**src/rtl/i2c_cfg_pkg.sv**
```systemverilog
package i2c_cfg_pkg;

    typedef enum logic [3:0] {
        ST_IDLE,
        ST_DEVADDR,
        ST_DEVACK,
        ST_PTR,
        ST_PTRACK,
        ST_WDATA,
        ST_WDACK,
        ST_RDATA,
        ST_RDACK,
        ST_HOLD
    } tgt_state_e;

endpackage

```
**src/rtl/i2c_line_sync.sv**
```systemverilog
module i2c_line_sync #(
    parameter int W      = 2,
    parameter int STAGES = 2
) (
    input  logic         clk,
    input  logic         rst_n,
    input  logic [W-1:0] din,
    output logic [W-1:0] level,
    output logic [W-1:0] prev
);

    for (genvar g = 0; g < W; g++) begin : g_line
        logic [STAGES-1:0] chain;

        always_ff @(posedge clk or negedge rst_n) begin
            if (!rst_n) begin
                chain <= '1;
            end else begin
                chain <= {chain[STAGES-2:0], din[g]};
            end
        end

        assign level[g] = chain[STAGES-1];
    end

    always_ff @(posedge clk or negedge rst_n) begin
        if (!rst_n) begin
            prev <= '1;
        end else begin
            prev <= level;
        end
    end

endmodule

```
**src/rtl/i2c_cond_detect.sv**
```systemverilog
module i2c_cond_detect (
    input  logic scl_lvl,
    input  logic scl_prev,
    input  logic sda_lvl,
    input  logic sda_prev,
    output logic scl_rise,
    output logic scl_fall,
    output logic bus_start,
    output logic bus_stop
);

    logic scl_held_high;

    assign scl_held_high = scl_lvl & scl_prev;
    assign scl_rise      = scl_lvl & ~scl_prev;
    assign scl_fall      = ~scl_lvl & scl_prev;
    assign bus_start     = scl_held_high & sda_prev & ~sda_lvl;
    assign bus_stop      = scl_held_high & ~sda_prev & sda_lvl;

endmodule

```
**src/rtl/i2c_cfg_target.sv**
```systemverilog
module i2c_cfg_target
    import i2c_cfg_pkg::*;
#(
    parameter int ADDR_W      = 7,
    parameter int REG_W       = 8,
    parameter int DATA_W      = 8,
    parameter int SYNC_STAGES = 2
) (
    input  logic              clk,
    input  logic              rst_n,
    input  logic              mode_sel_a,
    input  logic              mode_sel_b,
    input  logic [ADDR_W-1:0] dev_addr,
    input  logic              scl_i,
    input  logic              sda_i,
    output logic              sda_pull,
    output logic              wr_en,
    output logic [REG_W-1:0]  wr_addr,
    output logic [DATA_W-1:0] wr_data,
    output logic [REG_W-1:0]  rd_addr,
    input  logic [DATA_W-1:0] rd_data
);

    localparam int ADDR_BITS = ADDR_W + 1;
    localparam int SH_A      = (ADDR_BITS > REG_W) ? ADDR_BITS : REG_W;
    localparam int SH_W      = (SH_A > DATA_W) ? SH_A : DATA_W;
    localparam int CNT_W     = $clog2(SH_W + 1);
    localparam logic [CNT_W-1:0] LEN_ADDR = CNT_W'(ADDR_BITS);
    localparam logic [CNT_W-1:0] LEN_PTR  = CNT_W'(REG_W);
    localparam logic [CNT_W-1:0] LEN_DATA = CNT_W'(DATA_W);

    // Synchronised bus lines and conditions
    logic [1:0] line_lvl;
    logic [1:0] line_prev;
    logic       scl_rise;
    logic       scl_fall;
    logic       start_evt;
    logic       stop_evt;
    logic       port_en;

    i2c_line_sync #(
        .W      (2),
        .STAGES (SYNC_STAGES)
    ) u_sync (
        .clk   (clk),
        .rst_n (rst_n),
        .din   ({sda_i, scl_i}),
        .level (line_lvl),
        .prev  (line_prev)
    );

    i2c_cond_detect u_cond (
        .scl_lvl   (line_lvl[0]),
        .scl_prev  (line_prev[0]),
        .sda_lvl   (line_lvl[1]),
        .sda_prev  (line_prev[1]),
        .scl_rise  (scl_rise),
        .scl_fall  (scl_fall),
        .bus_start (start_evt),
        .bus_stop  (stop_evt)
    );

    assign port_en = mode_sel_a & mode_sel_b;

    // State and datapath registers
    tgt_state_e        state_q, state_n;
    logic [CNT_W-1:0]  cnt_q, cnt_n;
    logic [SH_W-1:0]   sh_q, sh_n;
    logic [DATA_W-1:0] tx_q, tx_n;
    logic [REG_W-1:0]  ptr_q, ptr_n;
    logic [DATA_W-1:0] wdat_q, wdat_n;
    logic              pull_q, pull_n;
    logic              wr_q, wr_n;
    logic              rw_q, rw_n;
    logic              mack_q, mack_n;
    logic [SH_W-1:0]   sh_shifted;

    assign sh_shifted = {sh_q[SH_W-2:0], line_lvl[1]};

    // Next-state and next-value logic
    always_comb begin
        state_n = state_q;
        cnt_n   = cnt_q;
        sh_n    = sh_q;
        tx_n    = tx_q;
        ptr_n   = ptr_q;
        wdat_n  = wdat_q;
        pull_n  = pull_q;
        wr_n    = 1'b0;
        rw_n    = rw_q;
        mack_n  = mack_q;

        if (!port_en) begin
            state_n = ST_IDLE;
            pull_n  = 1'b0;
            cnt_n   = '0;
        end else if (start_evt) begin
            state_n = ST_DEVADDR;
            pull_n  = 1'b0;
            cnt_n   = '0;
        end else if (stop_evt) begin
            state_n = ST_IDLE;
            pull_n  = 1'b0;
            cnt_n   = '0;
        end else begin
            unique case (state_q)
                ST_IDLE, ST_HOLD: begin
                    pull_n = 1'b0;
                end
                ST_DEVADDR: begin
                    if (scl_rise) begin
                        sh_n  = sh_shifted;
                        cnt_n = cnt_q + 1'b1;
                    end else if (scl_fall && cnt_q == LEN_ADDR) begin
                        cnt_n = '0;
                        if (sh_q[ADDR_W:1] == dev_addr) begin
                            state_n = ST_DEVACK;
                            pull_n  = 1'b1;
                            rw_n    = sh_q[0];
                        end else begin
                            state_n = ST_HOLD;
                        end
                    end
                end
                ST_DEVACK: begin
                    if (scl_fall) begin
                        cnt_n = '0;
                        if (rw_q) begin
                            state_n = ST_RDATA;
                            tx_n    = rd_data;
                            pull_n  = ~rd_data[DATA_W-1];
                        end else begin
                            state_n = ST_PTR;
                            pull_n  = 1'b0;
                        end
                    end
                end
                ST_PTR: begin
                    if (scl_rise) begin
                        sh_n  = sh_shifted;
                        cnt_n = cnt_q + 1'b1;
                    end else if (scl_fall && cnt_q == LEN_PTR) begin
                        cnt_n   = '0;
                        ptr_n   = sh_q[REG_W-1:0];
                        pull_n  = 1'b1;
                        state_n = ST_PTRACK;
                    end
                end
                ST_PTRACK: begin
                    if (scl_fall) begin
                        pull_n  = 1'b0;
                        state_n = ST_WDATA;
                    end
                end
                ST_WDATA: begin
                    if (scl_rise) begin
                        sh_n  = sh_shifted;
                        cnt_n = cnt_q + 1'b1;
                    end else if (scl_fall && cnt_q == LEN_DATA) begin
                        cnt_n   = '0;
                        wdat_n  = sh_q[DATA_W-1:0];
                        wr_n    = 1'b1;
                        pull_n  = 1'b1;
                        state_n = ST_WDACK;
                    end
                end
                ST_WDACK: begin
                    if (scl_fall) begin
                        pull_n  = 1'b0;
                        state_n = ST_HOLD;
                    end
                end
                ST_RDATA: begin
                    if (scl_rise) begin
                        cnt_n = cnt_q + 1'b1;
                    end else if (scl_fall) begin
                        if (cnt_q == LEN_DATA) begin
                            cnt_n   = '0;
                            pull_n  = 1'b0;
                            state_n = ST_RDACK;
                        end else begin
                            tx_n   = tx_q << 1;
                            pull_n = ~tx_q[DATA_W-2];
                        end
                    end
                end
                ST_RDACK: begin
                    if (scl_rise) begin
                        mack_n = ~line_lvl[1];
                    end else if (scl_fall) begin
                        if (mack_q) begin
                            state_n = ST_RDATA;
                            tx_n    = rd_data;
                            pull_n  = ~rd_data[DATA_W-1];
                        end else begin
                            state_n = ST_HOLD;
                            pull_n  = 1'b0;
                        end
                    end
                end
                default: begin
                    state_n = ST_IDLE;
                    pull_n  = 1'b0;
                end
            endcase
        end
    end

    // State register
    always_ff @(posedge clk or negedge rst_n) begin
        if (!rst_n) begin
            state_q <= ST_IDLE;
        end else begin
            state_q <= state_n;
        end
    end

    // Output and datapath registers
    always_ff @(posedge clk or negedge rst_n) begin
        if (!rst_n) begin
            cnt_q  <= '0;
            sh_q   <= '0;
            tx_q   <= '0;
            ptr_q  <= '0;
            wdat_q <= '0;
            pull_q <= 1'b0;
            wr_q   <= 1'b0;
            rw_q   <= 1'b0;
            mack_q <= 1'b0;
        end else begin
            cnt_q  <= cnt_n;
            sh_q   <= sh_n;
            tx_q   <= tx_n;
            ptr_q  <= ptr_n;
            wdat_q <= wdat_n;
            pull_q <= pull_n;
            wr_q   <= wr_n;
            rw_q   <= rw_n;
            mack_q <= mack_n;
        end
    end

    assign sda_pull = pull_q;
    assign wr_en    = wr_q;
    assign wr_addr  = ptr_q;
    assign wr_data  = wdat_q;
    assign rd_addr  = ptr_q;

endmodule

```
**config.mk**
```make
export PLATFORM = sky130hd
export DESIGN_NAME = i2c_cfg_target
export DESIGN_NICKNAME = d
export VERILOG_FILES = /design/src/rtl/i2c_cfg_pkg.sv /design/src/rtl/i2c_line_sync.sv /design/src/rtl/i2c_cond_detect.sv /design/src/rtl/i2c_cfg_target.sv
export SDC_FILE = /design/constraint.sdc
export NUM_CORES = 1
export LEC_CHECK = 0
export ABC_AREA = 1
export ABC_CLOCK_PERIOD_IN_PS = 1600
export BUFFER_PORTS_ARGS = -buffer_cell sky130_fd_sc_hd__buf_2
export CAP_MARGIN = 5
export CORE_ASPECT_RATIO = 1.5
export CORE_MARGIN = 2
export CORE_UTILIZATION = 28
export DETAILED_ROUTE_END_ITERATION = 10
export PLACE_DENSITY = 0.51
export SLEW_MARGIN = 10
export SYNTH_ARGS = -nofsm -noshare
export SYNTH_HDL_FRONTEND = slang
export SYNTH_SLANG_ARGS = --single-unit
```
**constraint.sdc**
```tcl
create_clock -name clk -period 1.6 [get_ports clk]
set_input_delay 0.4 -clock clk [delete_from_list [all_inputs] [get_ports clk]]
set_output_delay 0.4 -clock clk [all_outputs]
set_load 0.01 [all_outputs]
```
* Yosys cells after proc, flatten, opt, wreduce, memory -nomap -nowiden
Index checks and enable logic that the tools add are counted.
** Word-level totals
- Input port bits :: 21
- Bits in registers :: 49
- Word-level logic and storage cells :: 153
** Operators by class
- Mux-type cells :: 64
- Bitwise gates (word level) :: 17
- Add/sub/neg operators :: 1
- Reductions and logical operators :: 16
- Equal/unequal tests :: 42
** Operators with widths (count)
- $mux W4 :: 28
- $ne A5 B5 Y1 const B :: 17
- $mux W7 :: 8
- $pmux W4 S9 :: 1
- $mux W1 :: 23
- $pmux W7 S3 :: 1
- $eq A4 B3 Y1 const B :: 4
- $ne A2 B2 Y1 const B :: 8
- $reduce_and A15 Y1 :: 1
- $reduce_and A5 Y1 :: 3
- $eq A4 B4 Y1 const B :: 3
- $ne A6 B6 Y1 const B :: 2
- $pmux W4 S3 :: 1
- $reduce_and A12 Y1 :: 1
- $reduce_and A6 Y1 :: 2
- $reduce_and A11 Y1 :: 1
- $not A1 Y1 :: 9
- $and A1 B1 Y1 :: 8
- $eq A4 B2 Y1 const B :: 2
- $eq A7 B7 Y1 :: 1
- $reduce_and A7 Y1 :: 1
- $ne A6 B4 Y1 const B :: 1
- $ne A6 B5 Y1 const B :: 1
- $pmux W1 S6 :: 1
- other kinds (10) :: 12

* Longest topological paths before layout
Gate-level depths: netlist (run 1).
- Depth in word-level cells :: 9
- Depth in mapped cells :: 12
- Mapped depth without buffers :: 12

* Hierarchy
A second synthesis (run 1) with hierarchy kept.
** Unflattened totals
- Cell total of the unflattened synthesis :: 366
- Area total of the unflattened synthesis :: 2702.6 um^2
** Modules (own cells, without submodules)
- i2c_cfg_target :: cells each 347, seq. area each 1076.0 um^2, area each 2488.6 um^2, times used 1
- i2c_line_sync :: cells each 8, seq. area each 157.7 um^2, area each 172.7 um^2, times used 1
- i2c_cond_detect :: cells each 11, seq. area each 0.0 um^2, area each 41.3 um^2, times used 1

* Worst setup path after synthesis (run 1)
Ideal clock, no wire load.
- Kind :: reg-to-reg
- From :: register u_sync.prev[0]
- To :: register ptr_q[5], in the netlist rd_addr[5]
- Clock period less this slack :: 1.692 ns
- Cell stages (with the launch flop) :: 10
- Data arrival time :: 1.561 ns
- Required time :: 1.469 ns
- Library setup time :: 0.131 ns
- Buffers on the path :: 1
- Setup slack :: -0.092 ns
- Path through :: dfstp_2 ha_1 nand4_1 nor2_1 inv_1 nor3_2 nand2_1 clkbuf_1 nand2_1 o21ai_0
** Between the ends
- Longest elaborated chain between the ends :: 5
- Elaborated cells between the ends (all ways) :: 13
- Classes of those cells :: 11 x bitwise; 2 x reduce/logical
** Ends and longest elaborated chain
- from (decl) :: line i2c_line_sync.sv:9 : output logic [W-1:0] prev
- from (signal assigned) :: line i2c_line_sync.sv:30 : prev <= level;
- $and A1 B1 Y1 :: line i2c_cond_detect.sv:14 : assign scl_held_high = scl_lvl & scl_prev;
- $and A1 B1 Y1, on equally long branches (2 in series) :: line i2c_cond_detect.sv:18, i2c_cond_detect.sv:17
- $not A1 Y1 (no line)
- $reduce_and A6 Y1 (no line) *
- to (signal assigned) :: line i2c_cfg_target.sv:234 : ptr_q <= ptr_n;
- to (decl) :: line i2c_cfg_target.sv:70 : logic [REG_W-1:0] ptr_q, ptr_n;
Mark *: on every way between the ends. The rest lies on a longest branch, timed or not.
A chain may end at the register's enable or synchronous reset.

* Worst setup path in the final report (run 1)
- From :: register u_sync.prev[0]
- To :: register ptr_q[0], in the netlist rd_addr[0]
The elaborated chain is that of the path after synthesis.

==> run summary, run 1 <==
XOR/XNOR share of the synthesized area - 1.30%
Mean Syn Cell Area - 7.77 µm²
CTS tree - done
maxcap violations - 0
Slew headroom - 78.7%
cell area after synthesis - 2700 µm²
register area share after synthesis - 45.6%
placed inst area - 3290 µm²
worst skew pair latency - 0.29 ns
number of fill cells - 933
most frequent cells in the layout - nand2_1 (75), buf_2 (46), dfrtp_1 (43)
Worst Reg-to-Reg Cells - 9
I/O Buffers - 46
GPL Wtd Cong - 0.865
vias in the first global route - 2481
drt wl/cell - 13.6 µm
pre-CTS WS - -0.223 ns
final setup vio count - 43
I/O pin cnt - 47
CORE AREA - 9310 µm²
pwr dens - 651 nW/µm²
number of buffers and inverters on the critical path - 3
Crit. path cell count - 9
cell area after layout - 4010 µm²
run status - complete, but fails checks
Yosys cell types - 34
worst vdd ir - 591 µV
Most common cell on crit path - inv_1
via/cell ratio - 4.66
drt first-iter violations - 74
Startpoint Class - flip-flop
final std cells w/o fill - 552
n_diodes - 0
die area - 10500 µm²
Top delay family on crit path - flip-flops
clock skew - 0.00880 ns
M1 wire length - 3170 µm
simple logic cell fraction of the synthesized area - 27.6%
Detailed Place HPWL - 5210 µm
Vias - 2573
Starting Density - 29.0%
DP Cell Count - 530
critical path class - reg -> reg
most common cell after layout, fill and taps aside - nand2_1
Die X - 84.2 µm
TritonCTS Buffers - 5
CP Max Fanout - 8
Final Hold Fails - 0
htree depth - 2
Final nets - 465
sequential standard cell area - 1230 µm²
Worst Setup EP - rd_addr[0]$_DFFE_PN0P_
Syn Inst Count - 348
Leak - 0.00201 µW
Die Ht - 124 µm
largest net degree at the start of global routing - 36
FP Rows - 43
share of layout cells above drive strength 1 - 47.3%
fin crit share - 109%
achievable frequency - 574 MHz
worst stage delay on the critical path - 0.59 ns
Ys Warns - 0
DRC viols - 0
Antenna Nets Post-Route - 0
Net Count, Synth - 374
initial antenna violation count - 0
Arr. time, crit path - 1.93 ns
first-pass iteration count of the detailed router - 4
Req. time, crit path - 1.78 ns
final worst setup slack - -0.142 ns
total gr overflow - 0
R2R Path Start - u_sync.prev[0]$_DFF_PN1_
worst hold path stage count - 1
unrepaired setup endpoints after global routing - true
overall routing resource usage - 14.5%
Critical Path Start - u_sync.prev[0]$_DFF_PN1_
adder-cell share of the synthesized area - 2.31%
global-route wire length before repair - 12300 µm
slew of the pin with the lowest slew margin - 0.316 ns
Clock Sink Count - 49
Slew Limit Fails - 0
synth-to-layout area growth - 48.2%
#FFs+latches synth - 49
routed length on met3 - 248 µm
DRT Wirelength - 7500 µm
root buf cell - clkbuf_16
Worst Hold Class - in -> reg
failing checks - setup timing
post-synthesis mux area share - 0%
Compound-Gate Fraction of Synth Area - 13.1%
clk buf depth - 2
R2R Path End - rd_addr[0]$_DFFE_PN0P_
crit-path cells - inv_1 > ha_4 > nor2_1 > inv_1 > nor3_4 > buf_12 > nand2_8 > nand2_2 > o21ai_1
CP endpoint kind - flip-flop
Reg2Reg Setup Slack - -0.14 ns
largest family of logic cells by synthesized area - simple AND/OR/NAND/NOR gates
CP max-delay cell - dfstp_2
clock slew seen by the registers of the worst setup and hold paths - 0.08 ns
Period minus WS final - 1.74 ns
WL met2 - 3900 µm
area of the multi-input gates - 1670 µm²
top routing layer used - met4
[final cells by class]
class	instances	area share, %
multi-input combinational	242	41.6
sequential	49	30.8
timing repair buffer	92	15.6
inverter	49	4.72
tap	112	3.50
clock buffer	5	3.12
clock inverter	3	0.656
[per-layer routing]
layer | vias to the layer above | track usage, %
li1 | 1283 | -
met1 | 1213 | 17.6
met2 | 63 | 26.1
met3 | 14 | 2.19
met4 | 0 | 4.08
met5 | - | 0
[per-stage QoR]
step	TNS [ns]	hold WS (ns)	total power (µW)	util, %
2_1_floorplan	-0.140	0.104	1350	-
3_3_place_gp	-6.65	0.245	1450	35.4
3_5_place_dp	-6.91	0.244	1450	35.4
4_1_cts	-4.04	0.196	2600	39.4
5_1_grt	-8.32	0.195	2720	43.0
6_report	-4.29	0.202	2610	43.0
[flip-flops by register name (all words and copies together), names as in the netlist]
register / cells
wr_data: 8
sh_q: 8
mack_q: 1
u_sync.g_line.chain: 4
sda_pull: 1
tx_q: 7
u_sync.prev: 2
state_q: 4
rw_q: 1
cnt_q: 4
rd_addr: 8
wr_en: 1
[kinds of logic after synthesis]
| group | count (synthesis) |
|---|---|
| flops | 49 |
| buf+inv | 62 |
| compound gates | 61 |
| fa+ha+maj | 5 |
| simple gates | 167 |
| xor+xnor | 4 |
[power by group]
group	leakage (µW)	switching (µW)	internal [µW]
logic	0.00131	126	94.2
clock network	0.0000752	526	598
registers	0.000627	11.0	1250
[worst register-to-register path, stage by stage, from the launching register on]
cell	delay, ns
dfstp_2	0.59
inv_1	0.09
ha_4	0.19
nor2_1	0.11
inv_1	0.09
nor3_4	0.16
buf_12	0.20
nand2_8	0.09
nand2_2	0.06
o21ai_1	0.06
[worst min path at each step]
stage / from / end
3_5_place_dp: rst_n / cnt_q[0]$_DFFE_PN0P_
2_1_floorplan: rst_n / cnt_q[0]$_DFFE_PN0P_
5_1_grt: sda_i / u_sync.g_line[1].chain[0]$_DFF_PN1_
4_1_cts: sda_i / u_sync.g_line[1].chain[0]$_DFF_PN1_
6_report: sda_i / u_sync.g_line[1].chain[0]$_DFF_PN1_
3_3_place_gp: rst_n / cnt_q[0]$_DFFE_PN0P_
[synth_stat cells (all sizes together)]
master | count | area share, %
clkbuf | 3 | 0.42
ha | 5 | 2.3
nor3 | 5 | 1.1
nor2 | 33 | 5.4
nor3b | 1 | 0.46
a21oi | 12 | 3.1
nand3 | 17 | 3.9
nand4 | 4 | 0.93
xor2 | 4 | 1.3
o211a | 1 | 0.37
o211ai | 1 | 0.28
o21bai | 1 | 0.28
buf | 10 | 2.8
nand3b | 1 | 0.28
inv | 49 | 6.8
a31oi | 1 | 0.23
dfstp | 6 | 5.8
dfrtp | 43 | 40
a211oi | 1 | 0.46
o21ai | 42 | 7.9
nand2 | 106 | 16
o22ai | 2 | 0.46
[repair_timing]
action / 4_1_cts / 5_1_grt
pin swaps: 11 / 31
setup endpoints to repair: 43 / 43
hold buffers: 1 / 0
endpoints found under the hold margin: 2 / 0
resized for setup: 37 / 89
gates cloned: 4 / 1
buffers inserted: 2 / 6
Note: power is estimated with default switching activity, not from simulation.
==> inputs of run 2 (changes only) <==
--- a/config.mk
+++ b/config.mk
@@ -13,7 +13,7 @@
 export CORE_MARGIN = 2
 export CORE_UTILIZATION = 28
 export DETAILED_ROUTE_END_ITERATION = 10
-export PLACE_DENSITY = 0.51
+export SKIP_LAST_GASP = 1
 export SLEW_MARGIN = 10
 export SYNTH_ARGS = -nofsm -noshare
 export SYNTH_HDL_FRONTEND = slang
==> run 2 against run 1 <==
Against the previous run: the flow still finishes with violations (setup timing); sequential power hardly changed; critical endpoint is now rw_q$_DFFE_PN0P_; wire length is 6.3% lower; critical path type unchanged; die area is the same; sequential cell count unchanged; power decreased by 2.7%; clock-buffer cell count stayed put; clock skew is 0.0050 ns lower; cell area down 6.4%; largest cell class unchanged.
==> run summary, run 2 (synthesized netlist as in run 1, its figures left out) <==
synth-to-layout area growth - 38.8%
Slew headroom - 70.1% (-8.6 points)
most common cell after layout, fill and taps aside - nand2_1
initial antenna violation count - 0 (unchanged)
global-route wire length before repair - 11700 µm (-5.2%)
final worst setup slack - -0.151 ns (-0.00933 ns)
drt first-iter violations - 138 (+86%)
CP max-delay cell - dfstp_2
total gr overflow - 0 (unchanged)
drt wl/cell - 13.0 µm (-4.3%)
I/O pin cnt - 47 (unchanged)
clk buf depth - 2 (unchanged)
via/cell ratio - 4.69 (+0.59%)
first-pass iteration count of the detailed router - 5 (+1)
R2R Path End - rw_q$_DFFE_PN0P_
DRC viols - 0 (unchanged)
htree depth - 2 (unchanged)
maxcap violations - 0 (unchanged)
vias in the first global route - 2472 (-0.36%)
run status - complete, but fails checks
CTS tree - done
Startpoint Class - flip-flop
Final nets - 453 (-2.6%)
GPL Wtd Cong - 0.841 (-2.8%)
DRT Wirelength - 7020 µm (-6.3%)
I/O Buffers - 46 (unchanged)
Leak - 0.00191 µW (-4.8%)
Period minus WS final - 1.75 ns (+0.00934 ns)
hold_buf cts - 0 (-1)
achievable frequency - 571 MHz (-0.53%)
number of buffers and inverters on the critical path - 3 (unchanged)
largest net degree at the start of global routing - 19 (-47%)
Arr. time, crit path - 1.94 ns (about the same)
CP Max Fanout - 5 (-3)
Starting Density - 29.0% (unchanged)
most frequent cells in the layout - nand2_1 (88), buf_2 (46), dfrtp_1 (43)
unrepaired setup endpoints after global routing - true
Vias - 2532 (-1.6%)
Most common cell on crit path - inv_1
Final Hold Fails - 0 (unchanged)
clock slew seen by the registers of the worst setup and hold paths - 0.07 ns (about the same)
Die Ht - 124 µm (unchanged)
Worst Reg-to-Reg Cells - 9 (unchanged)
root buf cell - clkbuf_16
Die X - 84.2 µm (unchanged)
pwr dens - 677 nW/µm² (+3.9%)
worst vdd ir - 412 µV (-30%)
TNS Setup - -3.79 ns (+0.507 ns)
R2R Path Start - u_sync.prev[0]$_DFF_PN1_
FP Rows - 43 (unchanged)
critical path class - reg -> reg
CP endpoint kind - flip-flop
Top delay family on crit path - flip-flops
Clock Sink Count - 49 (unchanged)
clock skew - 0.00382 ns (-0.00498 ns)
worst stage delay on the critical path - 0.59 ns (about the same)
Reg2Reg Setup Slack - -0.15 ns (about the same)
Worst Hold Class - in -> async
CORE AREA - 9310 µm² (unchanged)
worst skew pair latency - 0.29 ns (about the same)
crit-path cells - ha_4 > nand4_1 > nor2_1 > inv_1 > nor3_4 > buf_12 > nand2_1 > o21ai_1 > inv_1
Req. time, crit path - 1.79 ns (about the same)
Slew Limit Fails - 0 (unchanged)
slew of the pin with the lowest slew margin - 0.449 ns (+0.133 ns)
share of layout cells above drive strength 1 - 39.5% (-7.8 points)
failing checks - setup timing
Antenna Nets Post-Route - 0 (unchanged)
final setup vio count - 35 (-19%)
overall routing resource usage - 13.6% (-0.89 points)
TritonCTS Buffers - 5 (unchanged)
n_diodes - 0 (unchanged)
total power draw - 2540 µW (-2.7%)
die area - 10500 µm² (unchanged)
fin crit share - 109% (+0.58 points)
Crit. path cell count - 9 (unchanged)
Detailed Place HPWL - 5090 µm (-2.3%)
## run 2: layout make-up
cell class / instances / area [µm²]
clock inverter: 3 / 21.3
inverter: 49 / 186
fill: 943 / 5560
sequential: 49 / 1230
tap: 112 / 140
multi-input combinational: 240 / 1500
timing repair buffer: 82 / 542
clock buffer: 5 / 125
## run 2: routing by layer
metal | GRT usage (%) | wire length (µm) | vias to the layer above
met5 | 0 | 0 | -
met3 | 2.39 | 324 | 19
met1 | 15.8 | 2860 | 1181
li1 | - | - | 1254
met2 | 24.2 | 3650 | 78
met4 | 5.50 | 187 | 0
## run 2: worst max path at each step
stage / slack [ns] / start / endpoint
floorplan: -0.04 / u_sync.prev[0]$_DFF_PN1_ / rd_addr[5]$_DFFE_PN0P_
global placement: -0.21 / u_sync.prev[0]$_DFF_PN1_ / tx_q[6]$_DFFE_PN0P_
detailed placement: -0.24 / u_sync.prev[0]$_DFF_PN1_ / tx_q[5]$_DFFE_PN0P_
CTS: -0.15 / u_sync.prev[0]$_DFF_PN1_ / wr_data[4]$_DFFE_PN0P_
global route: -0.26 / u_sync.prev[0]$_DFF_PN1_ / state_q[1]$_DFFE_PN0P_
finish: -0.15 / u_sync.prev[0]$_DFF_PN1_ / rw_q$_DFFE_PN0P_
## run 2: per-stage QoR
step           setup WS (ns)  cells  instance area, µm²  hold slack (ns)  util (%)
6_report              -0.151    540                3750           0.0460      40.3
5_1_grt               -0.256    540                3750           0.0731      40.3
4_1_cts               -0.151    536                3610           0.0532      38.7
3_5_place_dp          -0.243    523                3250            0.347      35.0
3_3_place_gp          -0.210    523                3250            0.346      35.0
2_1_floorplan        -0.0369    348                2740            0.104         -
## run 2: timing repair
| item | in CTS | in global routing |
|---|---|---|
| pin swaps | 7 | 7 |
| buffers inserted | 3 | 3 |
| endpoints found under the hold margin | 0 | 0 |
| gates cloned | 2 | 1 |
| setup endpoints to repair | 43 | 43 |
| gates resized for setup | 38 | 38 |
## run 2: worst register-to-register path, stage by stage, from the launching register on
cell and delay (ns):
dfstp_2 0.59, ha_4 0.17, nand4_1 0.12, nor2_1 0.12
inv_1 0.08, nor3_4 0.15, buf_12 0.17, nand2_1 0.07
o21ai_1 0.12, inv_1 0.05
## run 2: power by group
part / leakage [µW] / internal (µW) / switching [µW]
clock network: 0.0000702 / 583 / 490
logic: 0.00122 / 84.6 / 117
registers: 0.000627 / 1250 / 10.2
total: 0.00191 / 1920 / 617
==> inputs of run 3 (changes only) <==
--- a/config.mk
+++ b/config.mk
@@ -13,6 +13,7 @@
 export CORE_MARGIN = 2
 export CORE_UTILIZATION = 28
 export DETAILED_ROUTE_END_ITERATION = 10
+export SETUP_SLACK_MARGIN = 0.02
 export SKIP_LAST_GASP = 1
 export SLEW_MARGIN = 10
 export SYNTH_ARGS = -nofsm -noshare
==> run 3 against run 2 <==
Against the previous run: the flow still finishes with violations (setup timing); die area stayed put; cell area is 5.8% higher; worst setup slack worse by 0.029 ns; critical path type unchanged; sequential cell count stayed put; largest cell class unchanged; global-route usage is 0.35 points higher; via count is 3.6% higher; largest power group is now the clock network; critical endpoint is now rd_addr[3]$_DFFE_PN0P_; fmax is 1.6% lower; clock skew is 0.0038 ns higher; clock power is 28% higher; critical path depth stayed put; worst hold slack worse by 0.027 ns.
==> run summary, run 3 (synthesized netlist as in run 1, its figures left out) <==
Worst Reg-to-Reg Cells - 9 (unchanged)
CTS tree - done
placed inst area - 3280 µm² (+0.77%)
Vias - 2623 (+3.6%)
overall routing resource usage - 14.0% (+0.35 points)
Final nets - 463 (+2.2%)
total power draw - 2850 µW (+12%)
clk buf depth - 2 (unchanged)
FP Rows - 43 (unchanged)
DRC viols - 0 (unchanged)
final worst setup slack - -0.180 ns (-0.0286 ns)
Slew headroom - 73.9% (+3.8 points)
hold_buf cts - 0 (unchanged)
failing checks - setup timing
unrepaired setup endpoints after global routing - true
global-route wire length before repair - 12000 µm (+2.4%)
Antenna Nets Post-Route - 0 (unchanged)
GPL Wtd Cong - 0.872 (+3.7%)
Starting Density - 29.0% (unchanged)
total gr overflow - 0 (unchanged)
CP Max Fanout - 8 (+3)
R2R Path End - rd_addr[3]$_DFFE_PN0P_
root buf cell - clkbuf_16
Die X - 84.2 µm (unchanged)
Die Ht - 124 µm (unchanged)
I/O Buffers - 46 (unchanged)
number of buffers and inverters on the critical path - 2 (-1)
Clock Sink Count - 49 (unchanged)
I/O pin cnt - 47 (unchanged)
Leak - 0.00200 µW (+4.6%)
achievable frequency - 562 MHz (-1.6%)
initial antenna violation count - 0 (unchanged)
CP max-delay cell - dfstp_2
drt wl/cell - 14.0 µm (+7.7%)
cell area after layout - 3970 µm² (+5.8%)
most frequent cells in the layout - nand2_1 (83), buf_2 (46), dfrtp_1 (43)
final setup vio count - 42 (+20%)
most common cell after layout, fill and taps aside - nand2_1
Startpoint Class - flip-flop
Req. time, crit path - 1.78 ns (about the same)
WHS - 0.0190 ns (-0.0270 ns)
worst vdd ir - 464 µV (+13%)
Top delay family on crit path - flip-flops
first-pass iteration count of the detailed router - 4 (-1)
pre-CTS WS - -0.232 ns (+0.0110 ns)
vias in the first global route - 2529 (+2.3%)
DRT Wirelength - 7700 µm (+9.7%)
Worst Hold Class - in -> async
CORE AREA - 9310 µm² (unchanged)
Slew Limit Fails - 0 (unchanged)
Reg2Reg Setup Slack - -0.18 ns (-0.03 ns)
via/cell ratio - 4.77 (+1.7%)
die area - 10500 µm² (unchanged)
clock slew seen by the registers of the worst setup and hold paths - 0.07 ns (about the same)
Arr. time, crit path - 1.96 ns (+0.02 ns)
htree depth - 2 (unchanged)
CP endpoint kind - flip-flop
n_diodes - 0 (unchanged)
maxcap violations - 0 (unchanged)
Detailed Place HPWL - 5290 µm (+3.9%)
largest net degree at the start of global routing - 35 (+16)
run status - complete, but fails checks
R2R Path Start - u_sync.prev[0]$_DFF_PN1_
pwr dens - 718 nW/µm² (+6.2%)
fin crit share - 111% (+1.8 points)
clock skew - 0.00766 ns (+0.00384 ns)
slew of the pin with the lowest slew margin - 0.392 ns (-0.0573 ns)
DP Cell Count - 528 (+0.96%)
crit-path cells - ha_4 > nand4_1 > nor2_1 > inv_1 > nor3_4 > buf_12 > nand2_8 > nand2_1 > o21ai_1
critical path class - reg -> reg
drt first-iter violations - 108 (-22%)
Final Hold Fails - 0 (unchanged)
Period minus WS final - 1.78 ns (+0.0286 ns)
worst skew pair latency - 0.29 ns (about the same)
final std cells w/o fill - 550 (+1.9%)
share of layout cells above drive strength 1 - 44.7% (+5.3 points)
TritonCTS Buffers - 5 (unchanged)
worst stage delay on the critical path - 0.59 ns (about the same)
synth-to-layout area growth - 46.9%
-- run 3: changes by cell type in the layout (fill, tap and decap cells not counted), moves of 3 or more --
cell / previous run / this run
o21ai_2: 3 / 6
nor2_1: 19 / 15
nor2_2: 7 / 12
nand2_2: 10 / 15
o21ai_1: 18 / 24
nand2_1: 88 / 83
buf_4: 32 / 38
o21ai_0: 21 / 12
buf_6: 1 / 4
-- run 3: what timing repair did --
| item | CTS | global route |
|---|---|---|
| cloned | 3 | 2 |
| endpoints found under the hold margin | 0 | 0 |
| pin swaps | 13 | 25 |
| gates resized for setup | 44 | 67 |
| buffers inserted | 3 | 6 |
| setup endpoints to repair | 43 | 43 |
-- run 3: final cells by class --
cell class | instances | area (µm²)
clock buffers | 5 | 125
repair buffers | 90 | 601
flip-flops and latches | 49 | 1230
clock inverters | 3 | 65.1
multi-input cells | 242 | 1620
well taps | 112 | 140
fillers | 905 | 5340
inverters | 49 | 186
-- run 3: worst max-delay path by stage --
stage	start	to	slack, ns	cells after the start
after floorplan	u_sync.prev[0]$_DFF_PN1_	rd_addr[5]$_DFFE_PN0P_	-0.04	9
after global placement	u_sync.prev[0]$_DFF_PN1_	tx_q[6]$_DFFE_PN0P_	-0.21	8
after detailed placement	u_sync.g_line[0].chain[1]$_DFF_PN1_	state_q[1]$_DFFE_PN0P_	-0.23	10
after CTS	u_sync.prev[0]$_DFF_PN1_	rd_addr[5]$_DFFE_PN0P_	-0.15	9
after global routing	u_sync.prev[0]$_DFF_PN1_	rd_addr[6]$_DFFE_PN0P_	-0.29	9
final	u_sync.prev[0]$_DFF_PN1_	rd_addr[3]$_DFFE_PN0P_	-0.18	9
-- run 3: layer usage --
| layer | track usage, % | up-vias | share of wire [%] |
|---|---|---|---|
| li1 | - | 1279 | - |
| met1 | 15.6 | 1259 | 40 |
| met2 | 26.4 | 68 | 53 |
| met3 | 2.45 | 17 | 4.4 |
| met4 | 4.17 | 0 | 2.2 |
| met5 | 0 | - | 0 |
-- run 3: power by group --
| part | total, µW | switching, µW | internal (µW) |
|---|---|---|---|
| Combinational | 216 | 126 | 90.1 |
| Clock | 1370 | 478 | 893 |
| Sequential | 1260 | 10.2 | 1250 |
| Total | 2850 | 614 | 2240 |
-- run 3: metrics by stage --
step | util, % | setup TNS (ns)
2_1_floorplan | - | -0.140
3_3_place_gp | 35.2 | -5.11
3_5_place_dp | 35.2 | -6.17
4_1_cts | 40.1 | -3.91
5_1_grt | 42.6 | -9.16
6_report | 42.6 | -4.77
